===== src/rtl/dram_init_pkg.sv =====
package dram_init_pkg;

    localparam int CMD_W  = 6;
    localparam int MODE_W = 13;
    localparam int IDX_W  = 4;

    localparam int CB_MR   = 0;
    localparam int CB_EMR  = 1;
    localparam int CB_AREF = 2;
    localparam int CB_PREA = 3;
    localparam int CB_EMR2 = 4;
    localparam int CB_EMR3 = 5;

    localparam logic [MODE_W-1:0] MV_NONE       = 13'h000;
    localparam logic [MODE_W-1:0] MV_D1_EMR     = 13'h000;
    localparam logic [MODE_W-1:0] MV_D1_MR_DLL  = 13'h133;
    localparam logic [MODE_W-1:0] MV_D1_MR      = 13'h033;
    localparam logic [MODE_W-1:0] MV_D2_EMR     = 13'h402;
    localparam logic [MODE_W-1:0] MV_D2_EMR_OCD = 13'h782;
    localparam logic [MODE_W-1:0] MV_D2_MR_DLL  = 13'h143;
    localparam logic [MODE_W-1:0] MV_D2_MR      = 13'h043;

    typedef logic [CMD_W-1:0] cmd_t;

    typedef enum logic [0:0] {
        WAIT_LONG  = 1'b0,
        WAIT_SHORT = 1'b1
    } wait_kind_e;

    typedef struct packed {
        cmd_t              cmd;
        logic [MODE_W-1:0] val;
        wait_kind_e        wk;
        logic              last;
    } step_t;

    function automatic cmd_t cmd_bit(input int b);
        cmd_t c;
        c = '0;
        c[b] = 1'b1;
        return c;
    endfunction

    function automatic step_t mk_step(input int b, input logic [MODE_W-1:0] v,
                                      input wait_kind_e wk, input logic last);
        step_t s;
        s.cmd  = cmd_bit(b);
        s.val  = v;
        s.wk   = wk;
        s.last = last;
        return s;
    endfunction

    function automatic step_t ddr1_step(input logic [IDX_W-1:0] i);
        case (i)
            4'd0:    return mk_step(CB_PREA, MV_NONE,      WAIT_LONG, 1'b0);
            4'd1:    return mk_step(CB_EMR,  MV_D1_EMR,    WAIT_LONG, 1'b0);
            4'd2:    return mk_step(CB_MR,   MV_D1_MR_DLL, WAIT_LONG, 1'b0);
            4'd3:    return mk_step(CB_PREA, MV_NONE,      WAIT_LONG, 1'b0);
            4'd4:    return mk_step(CB_AREF, MV_NONE,      WAIT_LONG, 1'b0);
            4'd5:    return mk_step(CB_AREF, MV_NONE,      WAIT_LONG, 1'b0);
            4'd6:    return mk_step(CB_MR,   MV_D1_MR,     WAIT_LONG, 1'b1);
            default: return mk_step(CB_PREA, MV_NONE,      WAIT_LONG, 1'b1);
        endcase
    endfunction

    function automatic step_t ddr2_step(input logic [IDX_W-1:0] i);
        case (i)
            4'd0:    return mk_step(CB_EMR2, MV_NONE,       WAIT_SHORT, 1'b0);
            4'd1:    return mk_step(CB_EMR3, MV_NONE,       WAIT_SHORT, 1'b0);
            4'd2:    return mk_step(CB_PREA, MV_NONE,       WAIT_LONG,  1'b0);
            4'd3:    return mk_step(CB_EMR2, MV_NONE,       WAIT_LONG,  1'b0);
            4'd4:    return mk_step(CB_EMR3, MV_NONE,       WAIT_LONG,  1'b0);
            4'd5:    return mk_step(CB_EMR,  MV_D2_EMR,     WAIT_LONG,  1'b0);
            4'd6:    return mk_step(CB_MR,   MV_D2_MR_DLL,  WAIT_LONG,  1'b0);
            4'd7:    return mk_step(CB_PREA, MV_NONE,       WAIT_LONG,  1'b0);
            4'd8:    return mk_step(CB_AREF, MV_NONE,       WAIT_LONG,  1'b0);
            4'd9:    return mk_step(CB_AREF, MV_NONE,       WAIT_LONG,  1'b0);
            4'd10:   return mk_step(CB_MR,   MV_D2_MR,      WAIT_LONG,  1'b0);
            4'd11:   return mk_step(CB_EMR,  MV_D2_EMR_OCD, WAIT_LONG,  1'b0);
            4'd12:   return mk_step(CB_EMR,  MV_D2_EMR,     WAIT_LONG,  1'b1);
            default: return mk_step(CB_PREA, MV_NONE,       WAIT_LONG,  1'b1);
        endcase
    endfunction

endpackage


===== src/rtl/dram_init_script.sv =====
module dram_init_script
    import dram_init_pkg::*;
(
    input  logic             is_ddr2,
    input  logic [IDX_W-1:0] idx,
    output step_t            step
);
    step_t s1, s2;

    always_comb begin
        s1   = ddr1_step(idx);
        s2   = ddr2_step(idx);
        step = is_ddr2 ? s2 : s1;
    end
endmodule


===== src/rtl/dram_init_timer.sv =====
module dram_init_timer #(
    parameter int W = 8
) (
    input  logic         clk,
    input  logic         rst,
    input  logic         load,
    input  logic [W-1:0] load_val,
    output logic         zero
);
    logic [W-1:0] count;

    always_ff @(posedge clk) begin
        if (rst) begin
            count <= '0;
        end else if (load) begin
            count <= load_val;
        end else if (count != '0) begin
            count <= count - 1'b1;
        end
    end

    assign zero = (count == '0);

    // an unloaded, non-zero timer steps down by exactly one per cycle
    a_r5_countdown: assert property (@(posedge clk) disable iff (rst)
        (!load && !zero) |=> (count == $past(count) - 1'b1));

    // a load is taken on the next cycle
    a_r5_load_taken: assert property (@(posedge clk) disable iff (rst)
        load |=> (count == $past(load_val)));
endmodule


===== src/rtl/dram_init_seq.sv =====
module dram_init_seq
    import dram_init_pkg::*;
#(
    parameter int CYC_PER_US   = 100,
    parameter int LONG_US      = 100,
    parameter int SHORT_US     = 10,
    parameter int REF_W        = 10,
    parameter int REF_INTERVAL = 312,
    parameter int LANES        = 2,
    parameter int TAP_W        = 6,
    parameter int TAP_DDR1     = 'h20,
    parameter int TAP_DDR2     = 'h10
) (
    input  logic                   clk,
    input  logic                   rst,
    input  logic                   start_i,
    input  logic                   ddr2_sel_i,
    output logic [CMD_W-1:0]       cmd_o,
    output logic [MODE_W-1:0]      mode_o,
    output logic                   refresh_en_o,
    output logic [REF_W-1:0]       refresh_int_o,
    output logic [LANES*TAP_W-1:0] tap_o,
    output logic                   done_o
);
    localparam int LONG_CYC  = LONG_US * CYC_PER_US;
    localparam int SHORT_CYC = SHORT_US * CYC_PER_US;
    localparam int MIN_WAIT  = (SHORT_CYC < LONG_CYC) ? SHORT_CYC : LONG_CYC;
    localparam int TMR_W     = $clog2(LONG_CYC + SHORT_CYC + 1);
    localparam logic [TMR_W-1:0] LONG_LD  = TMR_W'(LONG_CYC - 1);
    localparam logic [TMR_W-1:0] SHORT_LD = TMR_W'(SHORT_CYC - 1);
    localparam logic [REF_W-1:0] REF_VAL  = REF_W'(REF_INTERVAL);
    localparam logic [TAP_W-1:0] TAP1     = TAP_W'(TAP_DDR1);
    localparam logic [TAP_W-1:0] TAP2     = TAP_W'(TAP_DDR2);

    logic             busy;
    logic             ddr2_q;
    logic [IDX_W-1:0] idx;
    logic [TAP_W-1:0] tap_q [LANES];

    step_t first_step, cur_step, next_step, load_step;
    logic  accept, advance, finish, tmr_zero, tmr_load;
    logic [TMR_W-1:0] tmr_val;

    dram_init_script u_first (.is_ddr2(ddr2_sel_i), .idx('0),             .step(first_step));
    dram_init_script u_cur   (.is_ddr2(ddr2_q),     .idx(idx),            .step(cur_step));
    dram_init_script u_next  (.is_ddr2(ddr2_q),     .idx(idx + 1'b1),     .step(next_step));

    always_comb begin
        accept    = !busy && start_i;
        finish    = busy && tmr_zero && cur_step.last;
        advance   = busy && tmr_zero && !cur_step.last;
        load_step = accept ? first_step : next_step;
        tmr_load  = accept || advance;
        tmr_val   = (load_step.wk == WAIT_SHORT) ? SHORT_LD : LONG_LD;
    end

    dram_init_timer #(.W(TMR_W)) u_timer (
        .clk      (clk),
        .rst      (rst),
        .load     (tmr_load),
        .load_val (tmr_val),
        .zero     (tmr_zero)
    );

    always_ff @(posedge clk) begin
        if (rst) begin
            busy          <= 1'b0;
            ddr2_q        <= 1'b0;
            idx           <= '0;
            cmd_o         <= '0;
            mode_o        <= '0;
            done_o        <= 1'b0;
            refresh_en_o  <= 1'b0;
            refresh_int_o <= '0;
        end else begin
            cmd_o <= '0;
            if (accept) begin
                busy          <= 1'b1;
                ddr2_q        <= ddr2_sel_i;
                idx           <= '0;
                cmd_o         <= first_step.cmd;
                mode_o        <= first_step.val;
                done_o        <= 1'b0;
                refresh_en_o  <= 1'b0;
                refresh_int_o <= '0;
            end else if (advance) begin
                idx    <= idx + 1'b1;
                cmd_o  <= next_step.cmd;
                mode_o <= next_step.val;
            end else if (finish) begin
                busy          <= 1'b0;
                done_o        <= 1'b1;
                refresh_en_o  <= 1'b1;
                refresh_int_o <= REF_VAL;
            end
        end
    end

    for (genvar g = 0; g < LANES; g++) begin : g_lane
        always_ff @(posedge clk) begin
            if (rst || accept) begin
                tap_q[g] <= '0;
            end else if (finish) begin
                tap_q[g] <= ddr2_q ? TAP2 : TAP1;
            end
        end
        assign tap_o[g*TAP_W +: TAP_W] = tap_q[g];
    end

    // never more than one command at a time
    a_r2_onehot: assert property (@(posedge clk) disable iff (rst)
        $onehot0(cmd_o));

    // a strobe lasts a single cycle
    a_r2_one_cycle: assert property (@(posedge clk) disable iff (rst)
        ((cmd_o != '0) && (MIN_WAIT > 1)) |=> (cmd_o == '0));

    // the value bus moves only together with a strobe
    a_r6_mode_stable: assert property (@(posedge clk) disable iff (rst)
        (cmd_o == '0) |-> $stable(mode_o));

    // completion carries the refresh settings
    a_r7_refresh_on_done: assert property (@(posedge clk) disable iff (rst)
        $rose(done_o) |-> (refresh_en_o && refresh_int_o == REF_VAL));

    // done holds until a start arrives
    a_r8_done_hold: assert property (@(posedge clk) disable iff (rst)
        (done_o && !start_i) |=> done_o);

    // a start while running with no step due produces nothing
    a_r9_busy_start: assert property (@(posedge clk) disable iff (rst)
        (busy && start_i && !tmr_zero) |=> (cmd_o == '0 && !done_o));
endmodule


===== config.mk =====
export PLATFORM = sky130hd
export DESIGN_NAME = dram_init_seq
export DESIGN_NICKNAME = d
export VERILOG_FILES = /design/src/rtl/dram_init_pkg.sv /design/src/rtl/dram_init_script.sv /design/src/rtl/dram_init_timer.sv /design/src/rtl/dram_init_seq.sv
export SDC_FILE = /design/constraint.sdc
export NUM_CORES = 1
export LEC_CHECK = 0
export ABC_CLOCK_PERIOD_IN_PS = 5590
export BUFFER_PORTS_ARGS = -buffer_cell sky130_fd_sc_hd__buf_2
export CORE_MARGIN = 8
export CORE_UTILIZATION = 56
export DETAILED_ROUTE_END_ITERATION = 8
export GPL_TIMING_DRIVEN = 0
export PLACE_DENSITY_LB_ADDON = 0.25
export SYNTH_ARGS = -nofsm -noshare
export SYNTH_HDL_FRONTEND = slang
export SYNTH_HIERARCHICAL = 1
export SYNTH_SLANG_ARGS = --single-unit

===== constraint.sdc =====
create_clock -name clk -period 5.59 [get_ports clk]
set_input_delay 0.559 -clock clk [delete_from_list [all_inputs] [get_ports clk]]
set_output_delay 0.559 -clock clk [all_outputs]
set_load 0.02 [all_outputs]

== Word level (Yosys, flattened, before mapping) ==
Memories as Yosys holds them, arrays and structs flattened. A register that Yosys moved wholly into a read port is not among the register bits.
Index checks and enable logic that the tools add are counted.

* Register bits: 41
* Latch bits: 0
* RAM bits: 12
* Bits in read-only memories: 720
* Bits of input ports: 4
* Output and inout port bits: 43
* Word-level logic and storage cells: 78
* Memories: 4

* Add/subtract/negate cells: 2
* Multipliers: 0
* Div/mod/pow operators: 0
* Order comparisons: 0
* Equality and inequality tests: 13
* Shift-type cells: 0
* Muxes and demuxes: 26
* Bitwise operators: 3
* Reductions and logical operators: 22

{| class="wikitable"
|+ Memories
! memory !! words !! bits a word !! rd ports !! clocked after Yosys merged registers in !! wr ports !! line !! text
|-
| (no name shown) || 16 || 15 || 1 || 1 || 0 || dram_init_pkg.sv:68 || <nowiki>case (i)</nowiki>
|-
| (no name shown) || 16 || 15 || 1 || 0 || 0 || dram_init_pkg.sv:68 ||
|-
| (no name shown) || 16 || 15 || 1 || 0 || 0 || dram_init_pkg.sv:68 ||
|-
| tap_q || 2 || 6 || 2 || 0 || 2 || dram_init_seq.sv:38 || <nowiki>logic [TAP_W-1:0] tap_q [LANES];</nowiki>
|}

{| class="wikitable"
|+ Operators by type and width
! operator !! count
|-
| case mux 19 bit (5 select lines) || 1
|-
| 2-to-1 mux 14 bit || 3
|-
| 2-to-1 mux 21 bit || 2
|-
| 2-to-1 mux 6 bit || 5
|-
| 2-to-1 mux 13 bit || 2
|-
| equality test 4 x 3 -> 1 bit (second input constant) || 6
|-
| equality test 4 x 2 -> 1 bit (second input constant) || 4
|-
| logical NOT 14 bit || 1
|-
| nonzero test 14 bit || 1
|-
| subtractor 14 x 1 -> 14 bit (second input constant) || 1
|-
| OR reduction 2 bit || 5
|-
| 2-to-1 mux 1 bit || 9
|-
| equality test 4 x 1 -> 1 bit (second input constant) || 2
|-
| logical NOT 4 bit || 2
|-
| 2-to-1 mux 4 bit || 2
|-
| nonzero test 2 bit || 3
|-
| case mux 1 bit (5 select lines) || 1
|-
| adder 4 x 1 -> 4 bit (second input constant) || 1
|-
| logical AND 1 bit || 4
|-
| AND reduction 2 bit || 2
|-
| logical NOT 1 bit || 2
|-
| logical OR 1 bit || 2
|-
| 2-to-1 mux 2 bit || 1
|-
| inequality test 2 bit (second input constant) || 1
|-
| other kinds (2) || 3
|}

== Longest topological paths before layout ==
Gate-level depths: netlist of the first run.

* Depth in word-level cells: 9
* Gate-level depth with buffers: 13
* Depth with buffers taken out: 10

== By module ==
The synthesis of the first run kept the hierarchy.

{| class="wikitable"
|+ By module, submodules not included
! module !! instances !! cells each !! area an instance (sq um) !! seq. area each (sq um)
|-
| dram_init_seq || 1 || 159 || 1360.1 || 580.6
|-
| dram_init_timer || 1 || 109 || 887.1 || 280.3
|-
| dram_init_script at u_first ... || 2 || 57 || 411.6 || 0.0
|-
| dram_init_script at u_cur || 1 || 58 || 426.7 || 0.0
|}

== Worst setup path before layout of the first run ==
OpenSTA, ideal clock, no wires.

* Path kind: flip-flop to flip-flop
* From: reg idx[0]
* To: reg u_timer.count[11]
* Library setup time: 0.115 ns
* Arrival time: 2.404 ns
* Required time: 5.475 ns
* Slack: 3.070 ns
* Cell stages (with the launch flop): 12
* Buffers on the path: 2
* Clock period less this slack: 2.520 ns
* Path through: dfxtp_1 -> inv_1 -> ha_1 -> nor2_1 -> o22ai_1 -> a22oi_1 -> nand3b_4 -> clkbuf_1 -> nand2_1 -> dlymetal6s2s_1 -> nand4b_1 -> and3_1

{| class="wikitable"
|+ RTL lines
! element !! line !! text
|-
| from (decl) || dram_init_seq.sv:37 || <nowiki>logic [IDX_W-1:0] idx;</nowiki>
|-
| from (signal assigned) || dram_init_seq.sv:87 || <nowiki>idx <= idx + 1'b1;</nowiki>
|-
| to (signal assigned) || dram_init_timer.sv:16 || <nowiki>count <= load_val;</nowiki>
|-
| to (signal assigned) || dram_init_timer.sv:18 || <nowiki>count <= count - 1'b1;</nowiki>
|-
| to (decl) || dram_init_timer.sv:10 || <nowiki>logic [W-1:0] count;</nowiki>
|}

== Worst setup path after layout of the first run ==
* From: reg u_timer.count[0]
* To: reg u_timer.count[13]

* Longest elaborated chain between the ends: 5
* Elaborated cells between the ends (all ways): 9
* Classes of those cells: 1 x add/sub; 2 x mux; 6 x reduce/logical

{| class="wikitable"
|+ Ends and longest elaborated chain
! element !! line !! text
|-
| logical NOT 14 bit * || dram_init_timer.sv:22 || <nowiki>assign zero = (count == '0);</nowiki>
|-
| via tmr_zero || dram_init_seq.sv:41 || <nowiki>logic accept, advance, finish, tmr_zero, tmr_load;</nowiki>
|-
| logical AND 1 bit * (2 in series) || dram_init_seq.sv:51 || <nowiki>advance = busy && tmr_zero && !cur_step.last;</nowiki>
|-
| logical OR 1 bit * || dram_init_seq.sv:53 || <nowiki>tmr_load = accept || advance;</nowiki>
|-
| via tmr_load || dram_init_seq.sv:41 ||
|-
| 2-to-1 mux 14 bit or nonzero test 2 bit (tied branches) || - ||
|}

Mark *: on every way through the listed nets, which the timed path passes. The rest lies on a longest branch. The select of a mux whose other input is x is not followed.
A chain may end at the register's enable or synchronous reset.

==> qor.tcl, run 1 <==
set qor(timing.final.setup_violations) 0
set qor(route.antenna.remaining_nets) 0
set qor(cts_tree) {built}
set qor(met1_length_um) 3330
set qor(worst-slew-pin-transition_ns) 0.545
set qor(drc) 0
set qor(fp.dieH_um) 91.2
set qor(routed_via_density) 5.24
set qor(routed_wirelength_um) 7150
set qor(synthToLayoutAreaGrowth_pct) 15.0
set qor(uppermost_signal_routing_layer_after_detailed_routing) {met4}
set qor(timing.setup.tns_ns) 0
set qor(initial_utilization) 0.578
set qor(syn_warnings) 6
set qor(period_minus_slack_ns) 3.11
set qor(antenna_found_initial) 0
set qor(syn-mean-instance-area_um2) 8.07
set qor(hold_violations) 0
set qor(global_route.usage.total) 0.174
set qor(syn_area_um2) 3160
set qor(cp_cell_sequence) {inv_1 > ha_1 > nor4b_4 > nand4_1 > buf_2 > inv_1 > nand3b_4 > clkbuf_1 > nand2_1 > dlymetal6s2s_1 > nor2_1 > nand2_1 > o21ai_0}
set qor(arrival_ns) 3.30
set qor(place.detailed.instances) 533
set qor(row_count) 27
set qor(met2WireLength_um) 3270
set qor(slew_headroom) 0.626
set qor(antenna_cells_inserted) 0
set qor(maxSlewViolCount) 0
set qor(final_layout_size_suffix_gt1_frac) 0.249
set qor(post-route-period-util) 0.557
set qor(cellLeakagePower_nw) 1.72
set qor(p_per_area_nw_per_um2) 218
set qor(timing.critical_path.required_ns) 5.78
set qor(chipWidth_um) 91.2
set qor(fin_skew_ns) 0.00521
set qor(final_nets) 486
set qor(report.power.total_w) 0.000792
set qor(detail_route.first_pass.iterations) 4
set qor(crit_fanout) 10
set qor(clock_tree.root_cell) {sky130_fd_sc_hd__clkbuf_8}
set qor(detail_route.wl_per_cell_um) 13.2
set qor(grt_setup_unrepaired) {false}
set qor(core_area_um2) 5470
set qor(critical-path-max-stage-delay_ns) 0.38
set qor(clock_latency_ns) 0.30
set qor(vdd.ir_drop.worst_uv) 122
set qor(path_buf_inv) 5
set qor(post-cts-setup-buffer-count) 0
set qor(gr-total-overflow) 0
set qor(cts-buffers-inserted) 5
set qor(first_global_vias) 2618
set qor(cts.sink_count) 42
set qor(kind_of_cell_adding_the_most_delay_to_the_critical_path) {simple AND/OR/NAND/NOR gates}
set qor(achievable-frequency_ghz) 0.321
set qor(cts.clk_slew.worst_paths_ns) 0.08
set qor(die_area_um2) 8310
set qor(post_cts_hold_buffer_count) 0
set qor(vias) 2837
set qor(layout.cells.non_filler) 541
set qor(timing.hold.worst.class) {flop to flop}
set qor(htree_num_levels) 2
set qor(met3RoutedLength_um) 452
set qor(first_iter_violations) 149
set qor(number_of_buffers_between_clock_root_and_the_deepest_sink) 2
set qor(cts.repair.resized) 0
set qor(io_buffers) 32
set qor(layout_setup_ws_ns) 2.48
set qor(criticalPathCategory) {flop to flop}
set qor(grt_pass1_wl_um) 12300
set qor(status) {finished clean}
set qor(grt_start_max_net_pins) 14
set qor(cpMaxStageDelayCell) {sky130_fd_sc_hd__nor4b_4}
set qor(io_pins) 47
set qor(cap_viol_max_count) 0
set qor(timing.hold.ws_ns) 0.456
set qor(critPathCaptureType) {flop}
set qor(netlist_instances) 392
set qor(dp_hpwl_um) 5470
set qor(dp_slack_ns) 2.55
set qor(place_congestion) 0.930
set qor(timing.critical_path.from_type) {flop}
## flip-flops by register name, summed over array words and instances, names as in the netlist
| register | count |
|---|---|
| busy | 1 |
| cmd_o | 6 |
| ddr2_q | 1 |
| idx | 4 |
| mode_o | 13 |
| refresh_int_o | 1 |
| tap_q | 2 |
| u_timer/count | 14 |
## layout make-up
class                      count  area, um2
buffer                        62        462
fill                         503       1830
multi-input combinational    303       1900
inverter                      22       82.6
sequential                    42        861
clock inverter                 2       13.8
clock buffer                   6       72.6
timing repair buffer          32        160
tap                           72       90.1
## through the flow
step	util	cell area [um2]
final	0.665	3640
after global routing	0.665	3640
after CTS	0.665	3640
after detailed placement	0.649	3550
after global placement	0.649	3550
after floorplan	-	3300
## where the power goes
part	total, W	internal (W)	leakage (nW)	switching [W]
logic	0.000232	0.000100	1.32	0.000132
registers	0.000362	0.000328	0.351	0.0000342
clock network	0.000198	0.0000882	0.0452	0.000110
## layout by cell type (no fill, tap or decap), drive strengths merged, types with 3 or more instances in the layout
cell type	count
a211oi	11
a21boi	4
a21oi	26
a221oi	3
a22oi	7
and2	3
and3	3
buf	86
clkbuf	12
conb	41
dfxtp	40
ha	14
inv	22
mux2i	8
nand2	38
nand2b	3
nand3	11
nand3b	4
nand4	4
nor2	34
nor2b	5
nor3	16
nor3b	3
nor4	4
o21ai	8
o22ai	4
o31a	4
or3	6
xnor2	5
xor2	6
## final timing paths
path                    start           endpoint  slack (ns)  depth (start not counted)
max reg2reg  u_timer/count[0]  u_timer/count[13]        2.48                         13
min                 mode_o[3]          mode_o[3]        0.46                          2
min reg2reg         mode_o[3]          mode_o[3]        0.46                          2
max          u_timer/count[0]  u_timer/count[13]        2.48                         13
## worst min-delay path, cell delays in order, from the launching register on
cell,delay [ns]
sky130_fd_sc_hd__dfxtp_1,0.31
sky130_fd_sc_hd__nand2_1,0.05
sky130_fd_sc_hd__a21oi_1,0.05
## metal layers
layer / vias to the layer above / global-route usage
met5: - / 0
met4: 0 / 0.0491
met3: 12 / 0.0494
met2: 88 / 0.280
met1: 1290 / 0.221
li1: 1447 / -
(Power assumes the default switching activity.)
==> inputs of run 2 (changes only) <==
ABC_AREA = 1   (was not set)
ABC_CLOCK_PERIOD_IN_PS = 3100   (was 5590)
clock period = 3.1 ns   (was 5.59 ns; I/O delays follow)
==> run 2 against run 1 <==
  * Clock power is 100% higher
  * Combinational power grew to 2.8 times the previous value
  * Design area is 12% higher
  * Die area is 10% higher
  * Sequential share of layout area is 2.4 points lower
  * Core utilization is 1.5 points lower
  * Largest power group is now combinational cells
==> qor.tcl, run 2 <==
set qor(grt_setup_unrepaired) {false}
set qor(period_minus_slack_ns) 2.82 ;# -0.295 ns
set qor(first_global_vias) 3213 ;# +23%
set qor(route.antenna.remaining_nets) 0 ;# unchanged
set qor(timing.hold.ws_ns) 0.357 ;# -0.0994 ns
set qor(timing.hold.worst.class) {primary input to flop}
set qor(cellLeakagePower_nw) 2.24 ;# +30%
set qor(synthToLayoutAreaGrowth_pct) 14.1
set qor(achievable-frequency_ghz) 0.355 ;# +10%
set qor(routed_via_density) 4.69 ;# -11%
set qor(arrival_ns) 3.00 ;# -0.30 ns
set qor(dp_hpwl_um) 6210 ;# +14%
set qor(worst-slew-pin-transition_ns) 0.557 ;# +0.0119 ns
set qor(slew_headroom) 0.625 ;# -0.00143
set qor(status) {finished clean}
set qor(kind_of_cell_adding_the_most_delay_to_the_critical_path) {simple AND/OR/NAND/NOR gates}
set qor(place_congestion) 0.865 ;# -6.9%
set qor(cap_viol_max_count) 0 ;# unchanged
set qor(largest_register_ffs) 14 ;# unchanged
set qor(antenna_cells_inserted) 0 ;# unchanged
set qor(cts-buffers-inserted) 5 ;# unchanged
set qor(vias) 3396 ;# +20%
set qor(syn_warnings) 6 ;# unchanged
set qor(drc) 0 ;# unchanged
set qor(post-route-period-util) 0.909 ;# +0.352
set qor(global_route.usage.total) 0.182 ;# +0.00743
set qor(critical-path-max-stage-delay_ns) 0.33 ;# -0.05 ns
set qor(chipWidth_um) 95.7 ;# +5.0%
set qor(htree_num_levels) 2 ;# unchanged
set qor(routed_wirelength_um) 7810 ;# +9.2%
set qor(report.power.total_w) 0.00171 ;# +120%
set qor(die_area_um2) 9160 ;# +10%
set qor(cpMaxStageDelayCell) {sky130_fd_sc_hd__dfxtp_1}
set qor(timing.final.setup_violations) 0 ;# unchanged
set qor(final_layout_size_suffix_gt1_frac) 0.230 ;# -0.0192
set qor(hold_violations) 0 ;# unchanged
set qor(clock_tree.root_cell) {sky130_fd_sc_hd__clkbuf_8}
set qor(highest_count_cells_in_the_layout_ignoring_fill_and_taps) {sky130_fd_sc_hd__nand2_1, sky130_fd_sc_hd__nor2_1, sky130_fd_sc_hd__inv_1}
set qor(p_per_area_nw_per_um2) 421 ;# +93%
set qor(vdd.ir_drop.worst_uv) 336 ;# +180%
set qor(timing.setup.tns_ns) 0 ;# unchanged
set qor(post_cts_hold_buffer_count) 0 ;# unchanged
set qor(path_buf_inv) 5 ;# unchanged
set qor(registers.top_by_ff_count) {u_timer/count}
set qor(crit_fanout) 10 ;# unchanged
set qor(timing.critical_path.required_ns) 3.29 ;# -2.49 ns
set qor(number_of_buffers_between_clock_root_and_the_deepest_sink) 2 ;# unchanged
set qor(maxSlewViolCount) 0 ;# unchanged
set qor(criticalPathCategory) {flop to flop}
set qor(fp.dieH_um) 95.7 ;# +5.0%
set qor(grt_start_max_net_pins) 14 ;# unchanged
set qor(cts.sink_count) 42 ;# unchanged
set qor(detail_route.first_pass.iterations) 5 ;# +1
set qor(fin_skew_ns) 0.00911 ;# +0.00390 ns
set qor(post-cts-setup-buffer-count) 0 ;# unchanged
set qor(netlist_instances) 570 ;# +45%
set qor(timing.critical_path.from_type) {flop}
set qor(syn-mean-instance-area_um2) 6.24 ;# -23%
set qor(initial_utilization) 0.570 ;# -0.00799
set qor(grt_pass1_wl_um) 13700 ;# +12%
set qor(final_nets) 664 ;# +37%
set qor(cts_tree) {built}
set qor(reg.largest.list) {u_timer/count (14), mode_o (13), cmd_o (6)}
set qor(row_count) 29 ;# +7.4%
set qor(core_area_um2) 6240 ;# +14%
set qor(layout.cells.most_common) {sky130_fd_sc_hd__nand2_1}
set qor(critPathCaptureType) {flop}
set qor(final_cell_area_um2) 4060 ;# +12%
set qor(gr-total-overflow) 0 ;# unchanged
set qor(dpl_cell_area_um2) 3950 ;# +11%
set qor(syn_area_um2) 3560 ;# +12%
set qor(cp_cell_sequence) {inv_1 > ha_1 > nand2_2 > nor2_4 > nand2_2 > nor2_4 > nand2_1 > nor2_1 > nand2_1 > nor2_2 > nor2_2 > buf_2 > inv_1 > inv_2 > buf_4 > a21boi_0 > a21oi_2}
set qor(first_iter_violations) 124 ;# -17%
set qor(io_buffers) 31 ;# -3.1%
set qor(io_pins) 47 ;# unchanged
set qor(cts.clk_slew.worst_paths_ns) 0.08 ;# about the same
set qor(antenna_found_initial) 0 ;# unchanged
set qor(clock_latency_ns) 0.29 ;# about the same
set qor(detail_route.wl_per_cell_um) 10.8 ;# -18%
[run 2: through the flow]
stage / std cells / setup slack (ns) / utilization
global placement: 716 / 0.391 / 0.633
detailed placement: 716 / 0.331 / 0.633
global route: 724 / 0.0365 / 0.650
finish: 724 / 0.281 / 0.650
floorplan: 608 / 0.729 / -
CTS: 724 / 0.279 / 0.650
[run 2: routing by layer]
layer | vias to the layer above | track usage | wire, um | part of all wire
met4 | 0 | 0.0551 | 66 | 0.0085
li1 | 1838 | - | - | -
met2 | 59 | 0.339 | 3960 | 0.51
met5 | - | 0 | 0 | 0
met1 | 1495 | 0.204 | 3380 | 0.43
met3 | 4 | 0.0312 | 402 | 0.052
[run 2: worst register-to-register path, delay by kind of cell (launching register included)]
kind / cells / cell delay [ns]
and+or+nand+nor: 9 / 1.08
buffers and inverters: 5 / 0.78
DFF: 1 / 0.33
AOI/OAI and AO/OA: 2 / 0.31
adders and majority gates: 1 / 0.23
[run 2: worst paths after layout]
check	from	endpoint	slack, ns	cells after the start
worst min-delay path	rst	u_timer/count[9]	0.36	2
worst min register to register	u_timer/count[1]	u_timer/count[1]	0.50	2
worst max-delay path	u_timer/count[0]	u_timer/count[5]	0.28	17
worst max register to register	u_timer/count[0]	u_timer/count[5]	0.28	17
[run 2: final cells by class]
type	instances	area (um2)
clock buffers	7	97.6
well taps	77	96.3
multi-input cells	433	2130
fillers	581	2180
repair buffers	31	155
flip-flops and latches	42	862
inverters	76	295
plain buffers	57	418
clock inverters	1	7.51
[run 2: power breakdown]
part / switching, W / internal (W)
logic: 0.000425 / 0.000235
registers: 0.0000460 / 0.000603
clock network: 0.000191 / 0.000208
total: 0.000662 / 0.00105
[run 2: repair_timing]
action | CTS | global route
hold endpoints to repair | 0 | 0
setup endpoints to repair | 0 | 1
resized for setup | 0 | 1
